**src/rtl/angle_rd_pkg.sv**
```systemverilog
package angle_rd_pkg;

  typedef enum logic [1:0] {
    BSEL_NONE = 2'd0,
    BSEL_HI   = 2'd1,
    BSEL_LO   = 2'd2
  } byte_sel_e;

endpackage

```
**src/rtl/rd_reset_sync.sv**
```systemverilog
module rd_reset_sync #(
  parameter int STAGES = 2
) (
  input  logic clk,
  input  logic rst_n,
  output logic rst_sync_n
);

  logic [STAGES-1:0] sync_q;
  logic [STAGES-1:0] sync_d;

  always_comb begin
    sync_d = {sync_q[STAGES-2:0], 1'b1};
  end

  always_ff @(posedge clk or negedge rst_n) begin
    if (!rst_n) begin
      sync_q <= '0;
    end else begin
      sync_q <= sync_d;
    end
  end

  assign rst_sync_n = sync_q[STAGES-1];

endmodule

```
**src/rtl/angle_track_ctr.sv**
```systemverilog
module angle_track_ctr #(
  parameter int ANGLE_W = 16
) (
  input  logic               clk,
  input  logic               rst_n,
  input  logic               step_valid,
  input  logic               step_up,
  output logic [ANGLE_W-1:0] cnt_q,
  output logic [ANGLE_W-1:0] cnt_d
);

  localparam logic [ANGLE_W-1:0] ONE = ANGLE_W'(1);

  always_comb begin
    cnt_d = cnt_q;
    if (step_valid) begin
      if (step_up) begin
        cnt_d = cnt_q + ONE;
      end else begin
        cnt_d = cnt_q - ONE;
      end
    end
  end

  always_ff @(posedge clk or negedge rst_n) begin
    if (!rst_n) begin
      cnt_q <= '0;
    end else if (step_valid) begin
      cnt_q <= cnt_d;
    end
  end

endmodule

```
**src/rtl/busy_pulse_gen.sv**
```systemverilog
module busy_pulse_gen #(
  parameter int BUSY_CYCLES = 4,
  parameter int PEND_W      = 4
) (
  input  logic clk,
  input  logic rst_n,
  input  logic step_valid,
  output logic busy
);

  localparam int PH_W = $clog2(BUSY_CYCLES + 2);
  localparam logic [PH_W-1:0]   PH_LOAD  = PH_W'(BUSY_CYCLES + 1);
  localparam logic [PH_W-1:0]   PH_ONE   = PH_W'(1);
  localparam logic [PH_W-1:0]   PH_TWO   = PH_W'(2);
  localparam logic [PEND_W:0]   PEND_MAX = {1'b0, {PEND_W{1'b1}}};

  logic [PH_W-1:0]   ph_q, ph_d;
  logic [PEND_W-1:0] pend_q, pend_d;
  logic              busy_q, busy_d;
  logic              start;
  logic [PEND_W:0]   pend_sum;

  always_comb begin
    start = (ph_q <= PH_ONE) && (step_valid || (pend_q != '0));

    if (start) begin
      ph_d = PH_LOAD;
    end else if (ph_q != '0) begin
      ph_d = ph_q - PH_ONE;
    end else begin
      ph_d = ph_q;
    end

    pend_sum = {1'b0, pend_q} + {{PEND_W{1'b0}}, step_valid}
             - {{PEND_W{1'b0}}, start};
    if (pend_sum > PEND_MAX) begin
      pend_d = PEND_MAX[PEND_W-1:0];
    end else begin
      pend_d = pend_sum[PEND_W-1:0];
    end

    busy_d = (ph_d >= PH_TWO);
  end

  always_ff @(posedge clk or negedge rst_n) begin
    if (!rst_n) begin
      ph_q   <= '0;
      pend_q <= '0;
      busy_q <= 1'b0;
    end else begin
      ph_q   <= ph_d;
      pend_q <= pend_d;
      busy_q <= busy_d;
    end
  end

  assign busy = busy_q;

endmodule

```
**src/rtl/readout_latch.sv**
```systemverilog
module readout_latch #(
  parameter int ANGLE_W = 16
) (
  input  logic               clk,
  input  logic               rst_n,
  input  logic               inh_n,
  input  logic [ANGLE_W-1:0] cnt_d,
  output logic [ANGLE_W-1:0] lat_q
);

  logic [ANGLE_W-1:0] lat_d;
  logic               lat_en;

  always_comb begin
    lat_en = inh_n;
    lat_d  = cnt_d;
  end

  always_ff @(posedge clk or negedge rst_n) begin
    if (!rst_n) begin
      lat_q <= '0;
    end else if (lat_en) begin
      lat_q <= lat_d;
    end
  end

endmodule

```
**src/rtl/byte_bus_mux.sv**
```systemverilog
module byte_bus_mux
  import angle_rd_pkg::*;
#(
  parameter int ANGLE_W = 16,
  parameter int BYTE_W  = 8
) (
  input  logic               clk,
  input  logic               rst_n,
  input  logic [ANGLE_W-1:0] lat_q,
  input  logic               en_msb_n,
  input  logic               en_lsb_n,
  output logic [BYTE_W-1:0]  bus_data,
  output logic               bus_oe,
  output logic               proto_err
);

  localparam int NBYTES = ANGLE_W / BYTE_W;

  logic [BYTE_W-1:0] byte_a [NBYTES];
  byte_sel_e         sel;
  logic              both, both_q, err_q, err_d;

  for (genvar g = 0; g < NBYTES; g++) begin : g_slice
    assign byte_a[g] = lat_q[g*BYTE_W +: BYTE_W];
  end

  always_comb begin
    if (!en_msb_n) begin
      sel = BSEL_HI;
    end else if (!en_lsb_n) begin
      sel = BSEL_LO;
    end else begin
      sel = BSEL_NONE;
    end

    unique case (sel)
      BSEL_HI: begin
        bus_data = byte_a[NBYTES-1];
        bus_oe   = 1'b1;
      end
      BSEL_LO: begin
        bus_data = byte_a[0];
        bus_oe   = 1'b1;
      end
      default: begin
        bus_data = '0;
        bus_oe   = 1'b0;
      end
    endcase

    both  = !en_msb_n && !en_lsb_n;
    err_d = both && !both_q;
  end

  always_ff @(posedge clk or negedge rst_n) begin
    if (!rst_n) begin
      both_q <= 1'b0;
      err_q  <= 1'b0;
    end else begin
      both_q <= both;
      err_q  <= err_d;
    end
  end

  assign proto_err = err_q;

endmodule

```
**src/rtl/angle_readout_if.sv**
```systemverilog
module angle_readout_if #(
  parameter int ANGLE_W     = 16,
  parameter int BYTE_W      = 8,
  parameter int BUSY_CYCLES = 4,
  parameter int PEND_W      = 4
) (
  input  logic              clk,
  input  logic              rst_n,
  input  logic              step_valid,
  input  logic              step_up,
  input  logic              inh_n,
  input  logic              en_msb_n,
  input  logic              en_lsb_n,
  output logic              busy,
  output logic [BYTE_W-1:0] bus_data,
  output logic              bus_oe,
  output logic              proto_err
);

  logic               rst_sync_n;
  logic [ANGLE_W-1:0] cnt_q;
  logic [ANGLE_W-1:0] cnt_d;
  logic [ANGLE_W-1:0] lat_q;

  rd_reset_sync #(.STAGES(2)) u_rst (
    .clk        (clk),
    .rst_n      (rst_n),
    .rst_sync_n (rst_sync_n)
  );

  angle_track_ctr #(.ANGLE_W(ANGLE_W)) u_ctr (
    .clk        (clk),
    .rst_n      (rst_sync_n),
    .step_valid (step_valid),
    .step_up    (step_up),
    .cnt_q      (cnt_q),
    .cnt_d      (cnt_d)
  );

  busy_pulse_gen #(.BUSY_CYCLES(BUSY_CYCLES), .PEND_W(PEND_W)) u_busy (
    .clk        (clk),
    .rst_n      (rst_sync_n),
    .step_valid (step_valid),
    .busy       (busy)
  );

  readout_latch #(.ANGLE_W(ANGLE_W)) u_lat (
    .clk   (clk),
    .rst_n (rst_sync_n),
    .inh_n (inh_n),
    .cnt_d (cnt_d),
    .lat_q (lat_q)
  );

  byte_bus_mux #(.ANGLE_W(ANGLE_W), .BYTE_W(BYTE_W)) u_bus (
    .clk       (clk),
    .rst_n     (rst_sync_n),
    .lat_q     (lat_q),
    .en_msb_n  (en_msb_n),
    .en_lsb_n  (en_lsb_n),
    .bus_data  (bus_data),
    .bus_oe    (bus_oe),
    .proto_err (proto_err)
  );

endmodule

```
**config.mk**
```make
export PLATFORM = sky130hd
export DESIGN_NAME = angle_readout_if
export DESIGN_NICKNAME = d
export VERILOG_FILES = /design/src/rtl/angle_rd_pkg.sv /design/src/rtl/rd_reset_sync.sv /design/src/rtl/angle_track_ctr.sv /design/src/rtl/busy_pulse_gen.sv /design/src/rtl/readout_latch.sv /design/src/rtl/byte_bus_mux.sv /design/src/rtl/angle_readout_if.sv
export SDC_FILE = /design/constraint.sdc
export NUM_CORES = 1
export LEC_CHECK = 0
export ABC_AREA = 1
export BUFFER_PORTS_ARGS = -buffer_cell sky130_fd_sc_hd__buf_2
export CAP_MARGIN = 25
export CORE_ASPECT_RATIO = 1.4
export CORE_MARGIN = 2
export CORE_UTILIZATION = 55
export DETAILED_ROUTE_END_ITERATION = 12
export GPL_TIMING_DRIVEN = 1
export MAX_ROUTING_LAYER = met4
export PLACE_DENSITY = 0.79
export SLEW_MARGIN = 15
export SYNTH_ARGS = -nofsm -noshare
export SYNTH_HDL_FRONTEND = slang
export SYNTH_SLANG_ARGS = --single-unit
```
**constraint.sdc**
```tcl
create_clock -name clk -period 1.3 [get_ports clk]
set_input_delay 0.325 -clock clk [delete_from_list [all_inputs] [get_ports clk]]
set_output_delay 0.325 -clock clk [all_outputs]
set_load 0.02 [all_outputs]
```
; ---- Word-level counts from Yosys, hierarchy flattened
; Cells that the tools add are included.
[totals]
latchBits = 0
in_bits = 7
n_memories = 0
output_inout_bits = 11
ramBits = 0
wordCells = 37
regBits = 44
rom_bits = 0
[classes]
n_bitwise = 0
eq_ne = 2
n_mux = 9
magnitude_cmp = 3
mul = 0
n_addsub = 5
div_mod_pow = 0
reduce_logical = 10
shifts = 0
[ops]
columns = cell, count
row1 = 16-bit two-way mux, 2
row2 = 16-bit by 1-bit adder with 16-bit output (second input constant), 1
row3 = 8-bit one-hot mux with 2 select lines, 1
row4 = 16-bit by 1-bit subtractor with 16-bit output (second input constant), 1
row5 = 3-bit two-way mux, 2
row6 = 4-bit by 1-bit adder with 5-bit output, 1
row7 = 5-bit by 4-bit > comparator with 1-bit output (second input constant), 1
row8 = 5-bit by 1-bit subtractor with 5-bit output, 1
row9 = 2-bit two-way mux, 2
row10 = 4-bit two-way mux, 1
row11 = 4-bit nonzero test, 1
row12 = 3-bit by 2-bit greater-or-equal comparator with 1-bit output (second input constant), 1
row13 = 3-bit by 1-bit less-or-equal comparator with 1-bit output (second input constant), 1
row14 = 1-bit logical AND, 3
row15 = 1-bit logical NOT, 3
row16 = 3-bit nonzero test, 1
row17 = 3-bit by 1-bit subtractor with 3-bit output (second input constant), 1
row18 = 2-bit by 1-bit == test with 1-bit output (second input constant), 1
row19 = 2-bit == test (second input constant), 1
row20 = 2-bit OR reduction, 1
row21 = 1-bit logical OR, 1
row22 = 1-bit two-way mux, 1

; ---- Longest topological paths before layout
; Gate-level depths: netlist of run 1.
[depth]
depth_word = 6
ltp_mapped = 16
ltp_nobuf = 16

; ---- Cells and area by module
; A second synthesis of run 1 with hierarchy kept.
[unflattened]
cells_unflattened = 429
area_unflattened_um2 = 3040.4
[modules_own_cells]
columns = module, area_each_um2, n_inst, seq_area_each_um2, cells_per_inst
row1 = angle_track_ctr, 1599.0, 1, 400.4, 256
row2 = readout_latch, 644.4, 1, 400.4, 68
row3 = busy_pulse_gen, 561.8, 1, 200.2, 70
row4 = byte_bus_mux, 181.4, 1, 50.0, 32
row5 = rd_reset_sync, 53.8, 1, 50.0, 3

; ---- Least setup slack after synthesis of run 1
; No wires, ideal clock.
[synth_timing]
path_kind = flip-flop to flip-flop
from = register u_busy.pend_q[3]
to = register u_busy.pend_q[2]
period_less_slack_ps = 2437
t_required_ps = 1162
path_stages_with_launch = 17
setup_ps = 138
arrival_ps = 2298
n_path_buf = 0
setup_slack_ps = -1137
cell_sequence = dfrtp_1 -> inv_1 -> ha_1 -> nand3_1 -> o21ai_1 -> nor2_2 -> ha_1 -> inv_1 -> ha_1 -> inv_1 -> fa_1 -> nor2_1 -> nor2_1 -> nor2_1 -> nor2_1 -> xor2_1 -> o21ai_0
[synth_between]
elab_chain_len = 6
elab_cells_between_ends = 7
cone_classes = 2 x add/sub / 1 x order compare / 1 x mux / 3 x reduce/logical
[synth_lines]
columns = element, line
row1 = from (decl), busy_pulse_gen.sv:18  ; logic [PEND_W-1:0] pend_q, pend_d;
row2 = from (signal assigned), busy_pulse_gen.sv:52  ; pend_q <= pend_d;
row3 = "parallel branches: the longest is 3 deep, another holds 4-bit by 1-bit adder with 5-bit output", -
row4 = 5-bit by 1-bit subtractor with 5-bit output (*), busy_pulse_gen.sv:35  ; - {{PEND_W{1'b0}}, start};
row5 = 5-bit by 4-bit > comparator with 1-bit output, busy_pulse_gen.sv:36  ; if (pend_sum > PEND_MAX) begin
row6 = 4-bit two-way mux (*), busy_pulse_gen.sv:36
row7 = named net u_busy.pend_d[2], busy_pulse_gen.sv:18
; Mark *: on every way through the listed nets, which the timed path passes.
; A chain may end at the register's enable or synchronous reset.

; ---- Worst setup path after layout of run 1
[layout_timing]
from = register u_busy.ph_q[0]
to = register u_busy.pend_q[0]
[layout_between]
elab_chain_len = 5
[layout_lines]
columns = element, line
row1 = from (decl), busy_pulse_gen.sv:17  ; logic [PH_W-1:0] ph_q, ph_d;
row2 = from (signal assigned), busy_pulse_gen.sv:51  ; ph_q <= ph_d;
row3 = 3-bit by 1-bit less-or-equal comparator with 1-bit output (*), busy_pulse_gen.sv:24  ; start = (ph_q <= PH_ONE) && (step_valid || (pend_q != '0));
row4 = 1-bit logical AND (*), busy_pulse_gen.sv:24
row5 = 5-bit by 1-bit subtractor with 5-bit output (*), busy_pulse_gen.sv:35
row6 = 5-bit by 4-bit > comparator with 1-bit output, busy_pulse_gen.sv:36
row7 = 4-bit two-way mux (*), busy_pulse_gen.sv:36
row8 = named net u_busy.pend_d[0], busy_pulse_gen.sv:18
; The timed path passes the listed nets; every way through them passes the cells marked *.

==> results of run 1 <==
==> power groups by stage <==
stage,logic [µW],clock network (µW),registers [µW]
global route,9540,1170,2560
floorplan,3660,0,2310
detailed placement,5460,0,2350
CTS,6540,1090,2360
global placement,5260,0,2320
finish,9220,1140,2560
==> state kept, by name, summed over array words and instances (netlist names) <==
register         cells
u_busy.busy          1
u_busy.ph_q          3
u_rst.sync_q         2
u_ctr.cnt_q         16
u_busy.pend_q        4
u_bus.proto_err      1
u_lat.lat_q         16
u_bus.both_q         1
==> cell type report <==
type	instances	area, µm²	area share [%]
multi-input combinational	272	2140	47.8
sequential	44	1100	24.6
timing repair buffer	87	776	17.3
inverter	68	262	5.83
tap	66	82.6	1.84
clock buffer	5	68.8	1.54
clock inverter	3	46.3	1.03
==> cells in the final DEF (no fill, tap or decap), types with 8 or more instances in the layout <==
cell     netlist  routed
buf_2          3       8
or2_2          9       9
o21ai_2        2      10
nand3_2        2      14
buf_4          0      51
ha_4           0      18
nor2_1        23      16
buf_6          0      22
dfrtp_1       44      42
and2_1         9       8
inv_2          1      17
nand2_1      118      82
nand3_1       29      16
inv_1         66      48
nand2_2        3      34
==> critical path, cell delays in order, from the launching register on <==
cell	delay (ns)
dfrtp_1	0.45
ha_1	0.22
a21oi_1	0.18
nor2_2	0.08
ha_1	0.29
inv_2	0.08
ha_4	0.14
inv_2	0.04
fa_2	0.37
nor2_4	0.11
nor2_1	0.06
nor2_1	0.18
nor2_2	0.08
xor2_2	0.27
nand2_1	0.16
==> path summary, 6_finish.rpt <==
check	start	to	slack [ns]	cells past startpoint
worst min register to register	u_rst.sync_q[1]$_DFF_PN0_	u_lat.lat_q[11]$_DFFE_PN0P_	0.22	0
worst max register to register	u_busy.ph_q[0]$_DFF_PN0_	u_busy.pend_q[0]$_DFF_PN0_	-1.56	14
max in group asynchronous	u_rst.sync_q[1]$_DFF_PN0_	u_busy.pend_q[2]$_DFF_PN0_	0.61	1
worst min-delay path	u_rst.sync_q[1]$_DFF_PN0_	u_lat.lat_q[11]$_DFFE_PN0P_	0.22	0
min in group clk	en_lsb_n	u_bus.both_q$_DFF_PN0_	0.33	3
worst max-delay path	u_busy.ph_q[0]$_DFF_PN0_	u_busy.pend_q[0]$_DFF_PN0_	-1.56	14
==> per-layer routing <==
| metal | wire length [µm] | vias up |
|---|---|---|
| met5 | 0 | - |
| met4 | 1270 | 0 |
| met3 | 1190 | 135 |
| met2 | 6040 | 346 |
| met1 | 4390 | 1605 |
| li1 | - | 1388 |
==> stage by stage <==
step | util (%) | area, µm² | hold slack, ns
after floorplan | - | 3020 | 0.0294
final | 87.5 | 4480 | 0.220
after global placement | 69.5 | 3560 | 0.110
after detailed placement | 69.5 | 3560 | 0.110
after global routing | 87.5 | 4480 | 0.245
after CTS | 78.7 | 4030 | 0.202
==> timing repair <==
item / in CTS / in global routing
cloned: 1 / 0
endpoints found under the hold margin: 2 / 0
hold buffers: 1 / 0
endpoints found under the setup margin: 45 / 45
pin swaps: 14 / 26
buffers inserted: 11 / 18
gates resized for setup: 75 / 85
==> logic make-up (layout without fill, tap and decap cells) <==
kind of cell / Yosys count / in the layout / synth area share (%)
compound gates: 36 / 36 / 6.96
xor+xnor: 11 / 11 / 3.35
flops: 44 / 44 / 38.3
simple gates: 198 / 198 / 29.8
fa+ha+maj: 26 / 26 / 11.8
buf+inv: 73 / 163 / 9.66
other cells: 1 / 1 / 0.130
==> impl_results.md, run 1 <==
- Initial drt markers: 437
- Pint: 6700 µW
- Synth top area share: 38.3%
- Setup slack after placement: -1.35 ns
- Crit path DAT: 3.02 ns
- FP Rows: 31
- Seq/Total Area, Yosys: 38.3%
- CP startpoint kind: flip-flop
- CP Class: flip-flop to flip-flop
- Final setup viols: 45
- Tot GR Track Use: 35.0%
- Largest net degree at the start of global routing: 26
- DIE WIDTH: 65.1 µm
- Io pins: 18
- Synth Cell Area: 2880 µm²
- Layout cells sized above 1: 49.9%
- Maximum fanout along the worst path: 4
- Worst setup margin: -1.56 ns
- H-tree depth: 2
- Crit path required time: 1.46 ns
- DIE HEIGHT: 89.6 µm
- GRT overflow: 0
- Longest Clk Path Bufs: 2
- Leading post-synthesis cells by cell area: dfrtp_1, nand2_1, ha_1
- Synthesis-to-finish area growth: 55.9%
- Ant. Diodes: 0
- Failing checks: setup timing
- WL/cell: 23.6 µm
- Period minus WS final: 2.86 ns
- HPWL after DPL: 5190 µm
- Count leader, synth: nand2_1
- Fillers: 198
- Number of vias per cell: 6.37
- M1 GR Usage: 37.1%
- DRC: 0
- Comb pwr share: 71.4%
- Hold crit path type: flip-flop to asynchronous set/reset pin
- FMAX: 0.350 GHz
- Status: finished, violations left
- Max-cap violations: 0
- Endpoints failing hold: 0
- Setup TNS: -21.88 ns
- Post-synth net total: 422
- Synth top cells by count: nand2_1, inv_1, dfrtp_1, nand3_1, ha_1
- Seq pwr share: 19.8%
- Number of flops mapped to enable cells by yosys: 0
- Clock Power Share: 8.8%
- Vias after detailed routing: 3474
- First-pass GRT wire length: 14700 µm
- Sw power: 6220 µW
- Total clock buffers created by CTS: 5
- Clock Latency Late Sink: 0.32 ns
- Placed insts: 512
- Sw Share: 48.1%
- FF+latch count, synth: 44
- Met3 usage: 5.79%
- Cells after synthesis: 389
- Post-synth top area cell: dfrtp_1
- FFs w/ async S/R, synth: 100%
- Starting density of the core: 56.2%
- Total power: 12900 µW
- Tcrit/Tclk final: 220%
- Slew Viols, Final: 0
- VDD IR-drop max: 0.00211 V
- Vias in the first global route: 3034
- Clock-pin slew on the worst setup and hold paths: 0.11 ns
- Power Dens Cells: 2880 nW/µm²
- Core area: 5120 µm²
- Crit. End Element: flip-flop
- Clock sink count: 44
- Max Clock Skew: 0.0110 ns
- Port Buffers: 17
- Top Usage Layer GRT: met2
- Final weighted congestion in routability-driven placement: 0.837
- Clk root buf: clkbuf_8
- Synthesis warning total: 0
- CTS tree: done
- Routed Antenna Nets: 0
- Final #Nets: 511
- Syn avg cell area: 7.39 µm²
- Drt first pass iters: 6
- Detailed Route WL: 12900 µm
- RSZ-0062 raised after global routing: yes
- Final cell count without fillers: 545
- Met2 Resource Use GR: 61.4%
- Synth Flop Type: dfrtp_1
- Pleak: 0.00224 µW
- Number of library cell types mapped by synthesis: 28
- Die area: 5830 µm²
- Initial antenna violation count: 0
No activity file was read; power rests on OpenSTA's default activity.
==> run 2: changes to the inputs <==
--- a/config.mk
+++ b/config.mk
@@ -10,11 +10,11 @@
 export CAP_MARGIN = 25
 export CORE_ASPECT_RATIO = 1.4
 export CORE_MARGIN = 2
-export CORE_UTILIZATION = 55
+export CORE_UTILIZATION = 65
 export DETAILED_ROUTE_END_ITERATION = 12
-export GPL_TIMING_DRIVEN = 1
+export GPL_TIMING_DRIVEN = 0
 export MAX_ROUTING_LAYER = met4
-export PLACE_DENSITY = 0.79
+export PLACE_DENSITY = 0.88
 export SLEW_MARGIN = 15
 export SYNTH_ARGS = -nofsm -noshare
 export SYNTH_HDL_FRONTEND = slang
==> constraint.sdc (replaced) <==
create_clock -name clk -period 3.4 [get_ports clk]
set_input_delay 0.85 -clock clk [delete_from_list [all_inputs] [get_ports clk]]
set_output_delay 0.85 -clock clk [all_outputs]
set_load 0.02 [all_outputs]
==> impl_results.md, run 2 (same netlist as run 1, synthesis figures left out) <==
- Status: complete, no violations
- Synthesis-to-finish area growth: 9.79%
- End of the worst register-to-register path: u_busy.pend_q[2]$_DFF_PN0_
- DIE HEIGHT: 82.7 µm
- DIE WIDTH: 60.2 µm
- Initial antenna violation count: 0
- Crit path DAT: 2.94 ns
- CP Class: primary input to flip-flop
- VDD IR-drop max: 0.000666 V
- WL/cell: 12.3 µm
- Tcrit/Tclk final: 81.9%
- R2R Path Start: u_busy.pend_q[2]$_DFF_PN0_
- Register area: 1100 µm²
- Die area: 4980 µm²
- Commonest cells after routing, fill and taps aside: nand2_1, inv_1, dfrtp_1
- Starting density of the core: 67.8%
- PostCTS Resize Cnt: 0
- Tot GR Track Use: 27.8%
- Crit path required time: 3.56 ns
- FP Rows: 28
- R2r setup slk: 0.62 ns
- Slew @ Worst Pin: 0.551 ns
- Slew Viols, Final: 0
- Area of the multi-input gates: 1500 µm²
- Final setup viols: 0
- Period minus WS final: 2.78 ns
- Number of vias per cell: 5.15
- CP startpoint kind: primary input
- Clock sink count: 44
- Max Clock Skew: 0.00787 ns
- Worst setup margin: 0.616 ns
- DRC: 0
- Crit-path cells: buf_2 -> o21ai_1 -> nor2_2 -> ha_1 -> inv_1 -> ha_1 -> inv_1 -> fa_1 -> nor2_1 -> nor2_1 -> nor2_1 -> nor2_1 -> xor2_1 -> o21ai_0
- Total clock buffers created by CTS: 5
- Fillers: 305
- Most common cell after layout, fill and taps aside: nand2_1
- Crit. End Element: flip-flop
- Largest registers: u_ctr.cnt_q x16, u_lat.lat_q x16, u_busy.pend_q x4
- Largest net degree at the start of global routing: 25
- Layout cells sized above 1: 11.6%
- Setup slack after placement: 0.304 ns
- Final Util: 74.5%
- Hold crit path type: flip-flop to asynchronous set/reset pin
- Drt first pass iters: 4
- Longest Clk Path Bufs: 2
- Vias after detailed routing: 2445
- HPWL after DPL: 4760 µm
- Post-CTS Setup Bufs: 0
- Routed Antenna Nets: 0
- Critical path startpoint: step_valid
- Endpoints failing hold: 0
- CTS tree: done
- CP max-delay cell: fa_1
- Clk root buf: clkbuf_8
- Power Dens Cells: 900 nW/µm²
- Setup TNS: 0 ns
- Max-cap violations: 0
- Maximum fanout along the worst path: 8
- Detailed Route WL: 5830 µm
- Hold-fix buffer count after cts: 0
- Final #Nets: 447
- Clock-pin slew on the worst setup and hold paths: 0.08 ns
- RSZ-0062 raised after global routing: no
- FMAX: 0.359 GHz
- Clock Latency Late Sink: 0.29 ns
- Slew margin rel.: 63.3%
- CP max stage delay: 0.39 ns
- Final weighted congestion in routability-driven placement: 0.847
- Port Buffers: 17
- Ant. Diodes: 0
- H-tree depth: 2
- Pleak: 0.00177 µW
- Reg2Reg Depth: 16
- GRT overflow: 0
- Initial drt markers: 96
- Io pins: 18
- Core area: 4240 µm²
- First-pass GRT wire length: 10100 µm
- Vias in the first global route: 2365
- CP dominant cell by count: nor2_1
[run 2: worst max-delay path: cells and delay by family]
kind                       cells  cell delay [ns]
AOI/OAI and AO/OA              2             0.24
buffers and inverters          3             0.28
adders and majority gates      3             0.79
and+or+nand+nor                5             0.48
xor gates and xnor gates       1             0.29
[run 2: area by class of cell]
type / instances / share of cell area (%)
multi-input combinational: 272 / 47.4
sequential: 44 / 34.9
inverter: 68 / 8.09
timing repair buffer: 18 / 3.57
clock buffer: 6 / 2.62
tap: 60 / 2.38
buffer: 5 / 0.713
clock inverter: 2 / 0.317
[run 2: metrics by stage]
stage	hold slack [ns]	cells	instance area (µm²)	total power (µW)
after floorplan	0.331	389	2880	2120
after CTS	0.225	475	3160	2840
after global placement	0.336	466	3040	2400
final	0.211	475	3160	2840
after global routing	0.259	475	3160	3130
after detailed placement	0.222	467	3060	2500
[run 2: how the worst max path moves through the flow]
stage / to / slack, ns / cells after the start
floorplan: u_busy.pend_q[2]$_DFF_PN0_ / 0.75 / 13
global placement: u_busy.pend_q[2]$_DFF_PN0_ / 0.40 / 14
detailed placement: u_busy.pend_q[2]$_DFF_PN0_ / 0.30 / 14
CTS: u_busy.pend_q[2]$_DFF_PN0_ / 0.61 / 16
global route: u_busy.pend_q[2]$_DFF_PN0_ / 0.35 / 16
finish: u_busy.pend_q[2]$_DFF_PN0_ / 0.62 / 14
[run 2: report_power, final]
part           internal [µW]  switching (µW)
Sequential               753             136
Clock                    162             167
Combinational            622             999
Total                   1540            1300
[run 2: routing by layer]
metal / track usage [%] / up-vias / share of wire [%]
li1: - / 1252 / -
met1: 34.5 / 1128 / 43
met2: 47.2 / 59 / 52
met3: 3.43 / 6 / 4.0
met4: 8.67 / 0 / 1.1
met5: - / - / 0
==> run 3: changes to the inputs <==
--- a/config.mk
+++ b/config.mk
@@ -10,11 +10,11 @@
 export CAP_MARGIN = 25
 export CORE_ASPECT_RATIO = 1.4
 export CORE_MARGIN = 2
-export CORE_UTILIZATION = 65
+export CORE_UTILIZATION = 55
 export DETAILED_ROUTE_END_ITERATION = 12
 export GPL_TIMING_DRIVEN = 0
 export MAX_ROUTING_LAYER = met4
-export PLACE_DENSITY = 0.88
+export PLACE_DENSITY = 0.79
 export SLEW_MARGIN = 15
 export SYNTH_ARGS = -nofsm -noshare
 export SYNTH_HDL_FRONTEND = slang
==> constraint.sdc (replaced) <==
create_clock -name clk -period 2.5 [get_ports clk]
set_input_delay 0.625 -clock clk [delete_from_list [all_inputs] [get_ports clk]]
set_output_delay 0.625 -clock clk [all_outputs]
set_load 0.02 [all_outputs]
==> impl_results.md, run 3 (same netlist as run 1, synthesis figures left out) <==
- Most common cell after layout, fill and taps aside: nand2_1
- First-pass GRT wire length: 9800 µm
- Crit path DAT: 2.68 ns
- GRT overflow: 0
- Final weighted congestion in routability-driven placement: 0.844
- Vias in the first global route: 2311
- Post-DP Area: 3060 µm²
- Total clock buffers created by CTS: 5
- Largest net degree at the start of global routing: 34
- Comb pwr share: 58.9%
- Commonest cells after routing, fill and taps aside: nand2_1, inv_1, dfrtp_1
- Final #Nets: 453
- CTS tree: done
- FP Rows: 31
- Clock Latency Late Sink: 0.29 ns
- Final setup viols: 1
- Layout cells sized above 1: 15.9%
- Reg2Reg Depth: 16
- Fillers: 457
- HPWL after DPL: 4480 µm
- Worst setup margin: -0.0200 ns
- Initial antenna violation count: 0
- CP Class: flip-flop to flip-flop
- Slew @ Worst Pin: 0.575 ns
- Tot GR Track Use: 22.1%
- Clock-pin slew on the worst setup and hold paths: 0.08 ns
- Synthesis-to-finish area growth: 13.1%
- Design Area, Final: 3250 µm²
- Clk root buf: clkbuf_8
- Ant. Diodes: 0
- Pint: 2190 µW
- End of the worst register-to-register path: u_busy.pend_q[2]$_DFF_PN0_
- Initial drt markers: 58
- CP startpoint kind: flip-flop
- Io pins: 18
- VDD IR-drop max: 0.000662 V
- Max-cap violations: 0
- CP max-delay cell: dfrtp_1
- WL/cell: 11.6 µm
- Detailed Route WL: 5640 µm
- Final cell count without fillers: 487
- Crit-path cells: inv_2 -> ha_4 -> nand3_2 -> o21ai_2 -> nor2_2 -> ha_1 -> inv_2 -> ha_4 -> inv_2 -> fa_2 -> nor2_2 -> nor2_1 -> nor2_1 -> nor2_1 -> xor2_2 -> o21ai_1
- Total power: 3980 µW
- Number of buffers and inverters on the critical path: 3
- H-tree depth: 2
- Longest Clk Path Bufs: 2
- Status: finished, violations left
- Max Clock Skew: 0.00985 ns
- DIE HEIGHT: 89.6 µm
- RSZ-0062 raised after global routing: yes
- Core area: 5120 µm²
- Drt first pass iters: 4
- FMAX: 0.397 GHz
- Vias after detailed routing: 2367
- DRC: 0
- Starting density of the core: 56.2%
- DIE WIDTH: 65.1 µm
- Crit. End Element: flip-flop
- Number of vias per cell: 4.86
- Routed Antenna Nets: 0
- Hold-fix buffer count after cts: 0
- R2R Path Start: u_busy.pend_q[2]$_DFF_PN0_
- Maximum fanout along the worst path: 4
- CP top delay family: adder cells
- Failing checks: setup timing
- Sw power: 1800 µW
- Port Buffers: 17
- Clock sink count: 44
- Die area: 5830 µm²
- Slew Viols, Final: 0
- Slew margin rel.: 61.6%
- Pleak: 0.00179 µW
- R2r setup slk: -0.02 ns
- Power Dens Cells: 1230 nW/µm²
- Tcrit/Tclk final: 101%
- CP max stage delay: 0.40 ns
- Clock Power Share: 11.1%
- Sw Share: 45.1%
- Endpoints failing hold: 0
- Hold crit path type: primary input to asynchronous set/reset pin
- Placed insts: 473
- Crit path required time: 2.66 ns
- Largest registers: u_ctr.cnt_q x16, u_lat.lat_q x16, u_busy.pend_q x4
- Seq pwr share: 30.0%
- Period minus WS final: 2.52 ns
run 3: changes by cell type in the layout (fill, tap and decap cells not counted), sizes merged:
cell	before	now
buf	21	27
run 3: per-stage QoR:
| step | hold WS, ns | setup TNS, ns | utilization (%) | setup slack (ns) |
|---|---|---|---|---|
| final | 0.104 | -0.0200 | 63.5 | -0.0200 |
| after global routing | 0.0935 | -0.571 | 63.5 | -0.167 |
| after CTS | 0.0985 | -0.431 | 63.0 | -0.133 |
| after detailed placement | 0.125 | -1.70 | 59.8 | -0.385 |
| after global placement | 0.335 | -1.21 | 59.4 | -0.288 |
| after floorplan | 0.329 | 0 | - | 0.0634 |
run 3: repair_timing:
| action | CTS | global route |
|---|---|---|
| pin swaps | 12 | 10 |
| cloned | 0 | 0 |
| gates resized for setup | 12 | 4 |
| setup buffers | 4 | 2 |
| setup endpoints to repair | 4 | 4 |
| hold endpoints to repair | 0 | 0 |
run 3: worst max path at each step:
stage	cells after the start	endpoint	slack (ns)	startpoint
floorplan	16	u_busy.pend_q[2]$_DFF_PN0_	0.06	u_busy.pend_q[3]$_DFF_PN0_
global placement	14	u_busy.pend_q[2]$_DFF_PN0_	-0.29	step_valid
detailed placement	14	u_busy.pend_q[2]$_DFF_PN0_	-0.39	step_valid
CTS	16	u_busy.pend_q[2]$_DFF_PN0_	-0.13	u_busy.pend_q[2]$_DFF_PN0_
global route	16	u_busy.pend_q[2]$_DFF_PN0_	-0.17	u_busy.pend_q[2]$_DFF_PN0_
finish	16	u_busy.pend_q[2]$_DFF_PN0_	-0.02	u_busy.pend_q[2]$_DFF_PN0_
run 3: power groups by stage:
stage	Combinational (µW)	Sequential [µW]	Clock, µW
final	2350	1190	441
after CTS	2280	1190	451
after global routing	2710	1230	485
after global placement	2080	1200	0
after floorplan	1710	1170	0
after detailed placement	2160	1200	0
run 3: layout make-up:
| type | count | area, µm² | area share, % |
|---|---|---|---|
| Clock buffer | 6 | 82.6 | 2.54 |
| Buffer | 5 | 22.5 | 0.693 |
| Timing Repair Buffer | 24 | 150 | 4.62 |
| Tap cell | 66 | 82.6 | 2.54 |
| Sequential cell | 44 | 1100 | 33.9 |
| Clock inverter | 2 | 10.0 | 0.308 |
| Inverter | 68 | 255 | 7.85 |
| Multi-Input combinational cell | 272 | 1550 | 47.6 |
run 3: per-layer routing:
metal / wire length, µm / GRT usage, % / vias up
met5: 0 / - / -
met4: 109 / 7.01 / 0
met3: 123 / 3.15 / 8
met2: 2760 / 38.2 / 36
met1: 2650 / 26.9 / 1051
li1: - / - / 1272
